--- src/rtl/dd_pkg.sv ---
package dd_pkg;
    typedef enum logic {
        HZ_CLEAR  = 1'b0,
        HZ_SHADOW = 1'b1
    } hz_state_e;
endpackage

--- src/rtl/dd_iq.sv ---
module dd_iq #(
    parameter int DEPTH = 6,
    parameter int TAG_W = 4,
    localparam int CNT_W = $clog2(DEPTH + 1)
) (
    input  logic             clk,
    input  logic             rst,
    input  logic [1:0]       n_issue,
    input  logic             accept,
    input  logic [1:0]       push_vld,
    input  logic [1:0]       push_fp,
    input  logic [TAG_W-1:0] push_tag0,
    input  logic [TAG_W-1:0] push_tag1,
    output logic             q0_vld,
    output logic             q0_fp,
    output logic [TAG_W-1:0] q0_tag,
    output logic             q1_vld,
    output logic             q1_fp,
    output logic [TAG_W-1:0] q1_tag,
    output logic [CNT_W-1:0] count
);
    logic [DEPTH-1:0] fp_q, fp_d;
    logic [TAG_W-1:0] tag_q [DEPTH];
    logic [TAG_W-1:0] tag_d [DEPTH];
    logic [CNT_W-1:0] count_q, count_d, base, pos1;

    always_comb begin
        base = count_q - CNT_W'(n_issue);
        pos1 = base + CNT_W'(push_vld[0]);
        for (int i = 0; i < DEPTH; i++) begin
            int src;
            src = i + int'(n_issue);
            if (src < DEPTH) begin
                fp_d[i]  = fp_q[src];
                tag_d[i] = tag_q[src];
            end else begin
                fp_d[i]  = 1'b0;
                tag_d[i] = '0;
            end
            if (accept && push_vld[0] && CNT_W'(i) == base) begin
                fp_d[i]  = push_fp[0];
                tag_d[i] = push_tag0;
            end
            if (accept && push_vld[1] && CNT_W'(i) == pos1) begin
                fp_d[i]  = push_fp[1];
                tag_d[i] = push_tag1;
            end
        end
        count_d = base;
        if (accept) begin
            count_d = base + CNT_W'(push_vld[0]) + CNT_W'(push_vld[1]);
        end
    end

    always_ff @(posedge clk) begin
        if (rst) begin
            count_q <= '0;
            fp_q    <= '0;
            for (int i = 0; i < DEPTH; i++) tag_q[i] <= '0;
        end else begin
            count_q <= count_d;
            fp_q    <= fp_d;
            for (int i = 0; i < DEPTH; i++) tag_q[i] <= tag_d[i];
        end
    end

    assign q0_vld = (count_q != '0);
    assign q1_vld = (count_q > CNT_W'(1));
    assign q0_fp  = fp_q[0];
    assign q1_fp  = fp_q[1];
    assign q0_tag = tag_q[0];
    assign q1_tag = tag_q[1];
    assign count  = count_q;
endmodule

--- src/rtl/dd_hazard_fsm.sv ---
module dd_hazard_fsm
    import dd_pkg::*;
#(
    parameter int HZ_CYCLES = 2,
    localparam int HC_W = $clog2(HZ_CYCLES + 1)
) (
    input  logic clk,
    input  logic rst,
    input  logic fp_fired,
    output logic shadow
);
    hz_state_e       state_q, state_d;
    logic [HC_W-1:0] cnt_q, cnt_d;

    always_ff @(posedge clk) begin
        if (rst) begin
            state_q <= HZ_CLEAR;
            cnt_q   <= '0;
        end else begin
            state_q <= state_d;
            cnt_q   <= cnt_d;
        end
    end

    always_comb begin
        state_d = state_q;
        cnt_d   = cnt_q;
        unique case (state_q)
            HZ_CLEAR: begin
                if (fp_fired) begin
                    state_d = HZ_SHADOW;
                    cnt_d   = HC_W'(HZ_CYCLES);
                end
            end
            HZ_SHADOW: begin
                if (fp_fired) begin
                    cnt_d = HC_W'(HZ_CYCLES);
                end else if (cnt_q <= HC_W'(1)) begin
                    state_d = HZ_CLEAR;
                    cnt_d   = '0;
                end else begin
                    cnt_d = cnt_q - HC_W'(1);
                end
            end
            default: begin
                state_d = HZ_CLEAR;
                cnt_d   = '0;
            end
        endcase
    end

    always_comb begin
        unique case (state_q)
            HZ_SHADOW: shadow = 1'b1;
            default:   shadow = 1'b0;
        endcase
    end
endmodule

--- src/rtl/dd_issue_sel.sv ---
module dd_issue_sel #(
    parameter int TAG_W = 4,
    parameter int CQ_W  = 3
) (
    input  logic             q0_vld,
    input  logic             q0_fp,
    input  logic [TAG_W-1:0] q0_tag,
    input  logic             q1_vld,
    input  logic             q1_fp,
    input  logic [TAG_W-1:0] q1_tag,
    input  logic             int_ready,
    input  logic             fp_ready,
    input  logic             fp_block,
    input  logic [CQ_W-1:0]  cq_free,
    output logic             int_issue,
    output logic [TAG_W-1:0] int_tag,
    output logic             fp_issue,
    output logic [TAG_W-1:0] fp_tag,
    output logic [1:0]       n_issue
);
    logic fp_go, ok0, ok1;

    always_comb begin
        fp_go = fp_ready && !fp_block;
        ok0 = q0_vld && (cq_free != '0) && (q0_fp ? fp_go : int_ready);
        ok1 = ok0 && q1_vld && (q1_fp != q0_fp) && (cq_free >= CQ_W'(2))
              && (q1_fp ? fp_go : int_ready);

        int_issue = (ok0 && !q0_fp) || (ok1 && !q1_fp);
        fp_issue  = (ok0 && q0_fp) || (ok1 && q1_fp);
        int_tag   = (ok0 && !q0_fp) ? q0_tag : (ok1 && !q1_fp) ? q1_tag : '0;
        fp_tag    = (ok0 && q0_fp) ? q0_tag : (ok1 && q1_fp) ? q1_tag : '0;
        n_issue   = {1'b0, ok0} + {1'b0, ok1};
    end
endmodule

--- src/rtl/dual_dispatch.sv ---
module dual_dispatch #(
    parameter int DEPTH     = 6,
    parameter int TAG_W     = 4,
    parameter int CQ_W      = 3,
    parameter int HZ_CYCLES = 2
) (
    input  logic             clk,
    input  logic             rst,
    input  logic [1:0]       fetch_vld,
    input  logic [1:0]       fetch_fp,
    input  logic [TAG_W-1:0] fetch_tag0,
    input  logic [TAG_W-1:0] fetch_tag1,
    input  logic             int_ready,
    input  logic             fp_ready,
    input  logic [CQ_W-1:0]  cq_free,
    input  logic             fp_denorm_hz,
    output logic             int_issue,
    output logic [TAG_W-1:0] int_tag,
    output logic             fp_issue,
    output logic [TAG_W-1:0] fp_tag,
    output logic             fetch_stall
);
    localparam int CNT_W = $clog2(DEPTH + 1);

    logic             q0_vld, q0_fp, q1_vld, q1_fp;
    logic [TAG_W-1:0] q0_tag, q1_tag;
    logic [CNT_W-1:0] iq_count;
    logic [1:0]       n_issue;
    logic             shadow;
    logic [CNT_W:0]   free_after;

    dd_iq #(.DEPTH(DEPTH), .TAG_W(TAG_W)) u_iq (
        .clk(clk), .rst(rst), .n_issue(n_issue), .accept(!fetch_stall),
        .push_vld(fetch_vld), .push_fp(fetch_fp),
        .push_tag0(fetch_tag0), .push_tag1(fetch_tag1),
        .q0_vld(q0_vld), .q0_fp(q0_fp), .q0_tag(q0_tag),
        .q1_vld(q1_vld), .q1_fp(q1_fp), .q1_tag(q1_tag),
        .count(iq_count)
    );

    dd_hazard_fsm #(.HZ_CYCLES(HZ_CYCLES)) u_hz (
        .clk(clk), .rst(rst), .fp_fired(fp_issue), .shadow(shadow)
    );

    dd_issue_sel #(.TAG_W(TAG_W), .CQ_W(CQ_W)) u_sel (
        .q0_vld(q0_vld), .q0_fp(q0_fp), .q0_tag(q0_tag),
        .q1_vld(q1_vld), .q1_fp(q1_fp), .q1_tag(q1_tag),
        .int_ready(int_ready), .fp_ready(fp_ready),
        .fp_block(shadow || fp_denorm_hz), .cq_free(cq_free),
        .int_issue(int_issue), .int_tag(int_tag),
        .fp_issue(fp_issue), .fp_tag(fp_tag), .n_issue(n_issue)
    );

    assign free_after  = (CNT_W+1)'(DEPTH) - {1'b0, iq_count} + (CNT_W+1)'(n_issue);
    assign fetch_stall = free_after < (CNT_W+1)'(2);
endmodule

--- config.mk ---
export PLATFORM = sky130hd
export DESIGN_NAME = dual_dispatch
export DESIGN_NICKNAME = d
export VERILOG_FILES = /design/src/rtl/dd_pkg.sv /design/src/rtl/dd_iq.sv /design/src/rtl/dd_hazard_fsm.sv /design/src/rtl/dd_issue_sel.sv /design/src/rtl/dual_dispatch.sv
export SDC_FILE = /design/constraint.sdc
export NUM_CORES = 1
export LEC_CHECK = 0
export BUFFER_PORTS_ARGS = -buffer_cell sky130_fd_sc_hd__buf_2
export CELL_PAD_IN_SITES_DETAIL_PLACEMENT = 0
export CELL_PAD_IN_SITES_GLOBAL_PLACEMENT = 2
export CORE_ASPECT_RATIO = 1.4
export CORE_UTILIZATION = 41
export CTS_BUF_LIST = sky130_fd_sc_hd__clkbuf_8
export CTS_CLUSTER_DIAMETER = 50
export DETAILED_ROUTE_END_ITERATION = 16
export PLACE_DENSITY_LB_ADDON = 0.1
export SLEW_MARGIN = 20
export SYNTH_ARGS = -nofsm -noshare
export SYNTH_HDL_FRONTEND = slang
export SYNTH_SLANG_ARGS = --single-unit
--- constraint.sdc ---
create_clock -name clk -period 18.9 [get_ports clk]
set_clock_uncertainty 0.1 [all_clocks]
set_input_delay 5.67 -clock clk [delete_from_list [all_inputs] [get_ports clk]]
set_output_delay 5.67 -clock clk [all_outputs]
set_load 0.02 [all_outputs]
==> impl_metrics.yaml <==
run_status:
  status: "finished clean"
yosys:
  syn_nets: 395
  synthCells: 361
  async_reset_ff_frac: 0
  synth_top_area_share: 0.2327
  yosysUniqueCellTypes: 62
  post_synth.cell_area_avg_um2: 8.578
  synth_ff_type: "dfxtp_1"
  seq_area_frac_synth: 0.2327
  synthTopCellsByArea: "dfxtp_1 (23%), mux2i_1 (8.4%), mux4_2 (6.5%)"
  netlist_area_mm2: 0.003097
  ys_warn_count: 0
  ys_ff_latch: 36
  yosys.area.top_type: "dfxtp_1"
  synth_edf_count: 0
timing:
  min_period_ns: 14.77
  setup_viol: 0
  finalHoldViolations: 0
  min_period_over_period: 0.7814
  rsz0062_at_grt: "false"
  tns_ns: 0
  relSlewSlack: 0.4259
  slew_viol_final: 0
  finalWorstSetupSlack_ns: 4.132
  fmax_mhz: 67.72
  tightest_slew_ns: 0.8545
  hold_slack_ns: 0.3829
power:
  power.density_mw_per_mm2: 151.9
  swShare: 0.4763
  seqPwrFrac: 0.247
  p_switching_uw: 246.3
  p_leak_nw: 1.409
  power.share.clock: 0.139
  ir_drop_mv: 0.08943
  p_int_uw: 270.8
  combPwrFrac: 0.614
finish:
  diodes: 0
  regArea_um2: 720.7
  layout-drive-gt1-share: 0.1864
  syn_to_final_growth_pct: 9.940
  fin_nets: 414
  multi_input_area_mm2: 0.002192
  fillers: 775
clock_tree:
  cts_buffers: 5
  cts_tree: "done"
  clk_path_buf_depth: 2
  cts-root-buf: "clkbuf_8"
  clock_sinks: 36
  clkTransAtPathRegs_ns: 0.08
  ctsResizeCount: 0
  cts_setup_buffers: 0
  htreeDepth: 2
  clkLatencyLatePin_ns: 0.31
  ctsHoldBuffers: 0
route:
  avgRoutedWirePerCell_um: 19.45
  drt_iter0_markers: 199
  drc: 0
  vias: 2837
  drtAntennaViolNets: 0
  dr.pass1.iters: 4
  viasPerCell: 5.935
  drt_wl_total_mm: 9.296
grt:
  grt_max_degree: 39
  grt_pass1_wl_mm: 14.56
  grt-ovfl-total: 0
  grt_pass1_vias: 2673
  grt_usage: 0.2505
  antenna_found_initial: 0
floorplan:
  io_pins: 31
  coreArea_mm2: 0.007315
  fp-row-count: 37
  die_w_um: 75.45
  die_y_um: 104.8
  initial_utilization: 0.4234
  dieArea_mm2: 0.007909
critical_path:
  end_kind: "output port"
  critPathRequiredTime_ns: 13.13
  cp-start-kind: "input port"
  crit_chain: "buf_2 -> nor3b_1 -> nand2_1 -> a21o_1 -> ha_1 -> buf_4 -> inv_1 -> ha_1 -> inv_1 -> ha_1 -> fa_1 -> nor2_1 -> and2_1 -> buf_2"
  max_stage_delay_ns: 0.48
  critPathBufInv: 5
  arrival_ns: 9.00
  worst_path_most_repeated_cell: "ha_1"
  cp_top_family: "adder cells"
  critPathMaxFanout: 38
  critPathKind: "in2out"
  slowest_stage: "fa_1"
job:
  maxCapViolCount: 0
placement:
  hpwl_mm: 6.926
  place_ws_ns: 4.112
  gp_congestion: 0.8506
  io_buffers: 30
hold_path:
  worstHoldPathType: "reg2reg"
routing by layer:
metal,track usage,up-vias,routed length [µm],part of all wire
met5,0,-,0,0
met4,0.09788,0,233,0.025
met3,0.03954,18,370,0.040
met2,0.4126,66,4596,0.49
met1,0.3189,1366,4094,0.44
li1,-,1387,-,-
cell type report:
cell class                      instances  area share
Sequential cell                        36      0.2117
Clock inverter                          3     0.01250
Multi-Input combinational cell        281      0.6439
Tap cell                               97     0.03565
Timing Repair Buffer                   33     0.05072
Inverter                               23     0.02536
Clock buffer                            5     0.02021
registers in the layout, summed over array words and instances (netlist names), named ones only:
name	flops
u_iq.tag_q	23
u_hz.cnt_q	2
u_hz.state_q	1
u_iq.fp_q	6
u_iq.count	3
synth_stat cells, types with 3 or more instances:
library cell,number
clkbuf_1,9
mux2i_1,26
nor2_1,36
xnor2_1,4
nand3b_1,3
a21o_1,4
nand3_1,10
o21ai_0,9
inv_1,21
a21oi_1,18
o221ai_1,4
a211oi_1,14
a221oi_2,3
o211ai_1,10
mux2_2,4
nor3_1,9
mux4_2,9
nand2_1,31
buf_1,4
dfxtp_1,36
a311oi_1,7
ha_1,12
buf_2,6
a221oi_1,6
a22o_1,8
nor2b_1,4
nand2b_1,9
and3_1,3
nor3b_1,3
cells in the final DEF (no fill, tap or decap), types with 5 or more instances in the layout:
cell type,netlist,layout
buf_2,6,30
inv_1,21,21
nand3_1,10,10
mux4_2,9,9
o21ai_0,9,9
nand2_1,31,31
nor3_1,9,9
o211ai_1,10,10
a311oi_1,7,7
clkbuf_8,0,5
mux2i_1,26,26
dfxtp_1,36,36
a22o_1,8,8
nand2b_1,9,9
a221oi_1,6,6
a211oi_1,14,14
nor2_1,36,36
a21oi_1,18,18
ha_1,12,12
worst paths after layout:
path                               startpoint          endpoint  slack, ns  cells past startpoint
worst max-delay path             fp_denorm_hz       fetch_stall       4.13                     14
worst max register to register  u_iq.count[2]  u_iq.tag_q[2][3]      13.89                     17
worst min-delay path            u_hz.cnt_q[1]     u_hz.cnt_q[1]       0.38                      2
worst min register to register  u_hz.cnt_q[1]     u_hz.cnt_q[1]       0.38                      2
tightest hold or removal path: stages, from the launching register on:
cell and delay [ns]:
dfxtp_1 0.32, o21ai_0 0.06, a21oi_1 0.06
logic make-up (layout without fill, tap and decap cells):
group,after synthesis,after routing,synth area share
AO/OA/AOI/OAI,97,97,0.2408
XOR/XNOR,7,7,0.03192
adder cells (fa/ha/maj),14,14,0.06141
buffers and inverters,44,64,0.05939
flip-flops,36,36,0.2327
multiplexers,39,39,0.1640
AND/OR/NAND/NOR,124,124,0.2097
power by group through the flow:
stage / combinational (mW) / clock [mW] / sequential (mW)
global route: 0.352 / 0.0760 / 0.130
floorplan: 0.255 / 0 / 0.115
global placement: 0.313 / 0 / 0.129
detailed placement: 0.317 / 0 / 0.129
CTS: 0.319 / 0.0732 / 0.127
finish: 0.317 / 0.0718 / 0.128
through the flow:
stage	total power, mW	cell area [µm²]	util	cells
after floorplan	0.3701	3097	-	361
after global placement	0.4420	3293	0.4502	470
after detailed placement	0.4462	3293	0.4502	470
after CTS	0.5194	3405	0.4654	478
after global routing	0.5582	3405	0.4654	478
final	0.5171	3405	0.4654	478
Note: power is estimated with default switching activity, not from simulation.
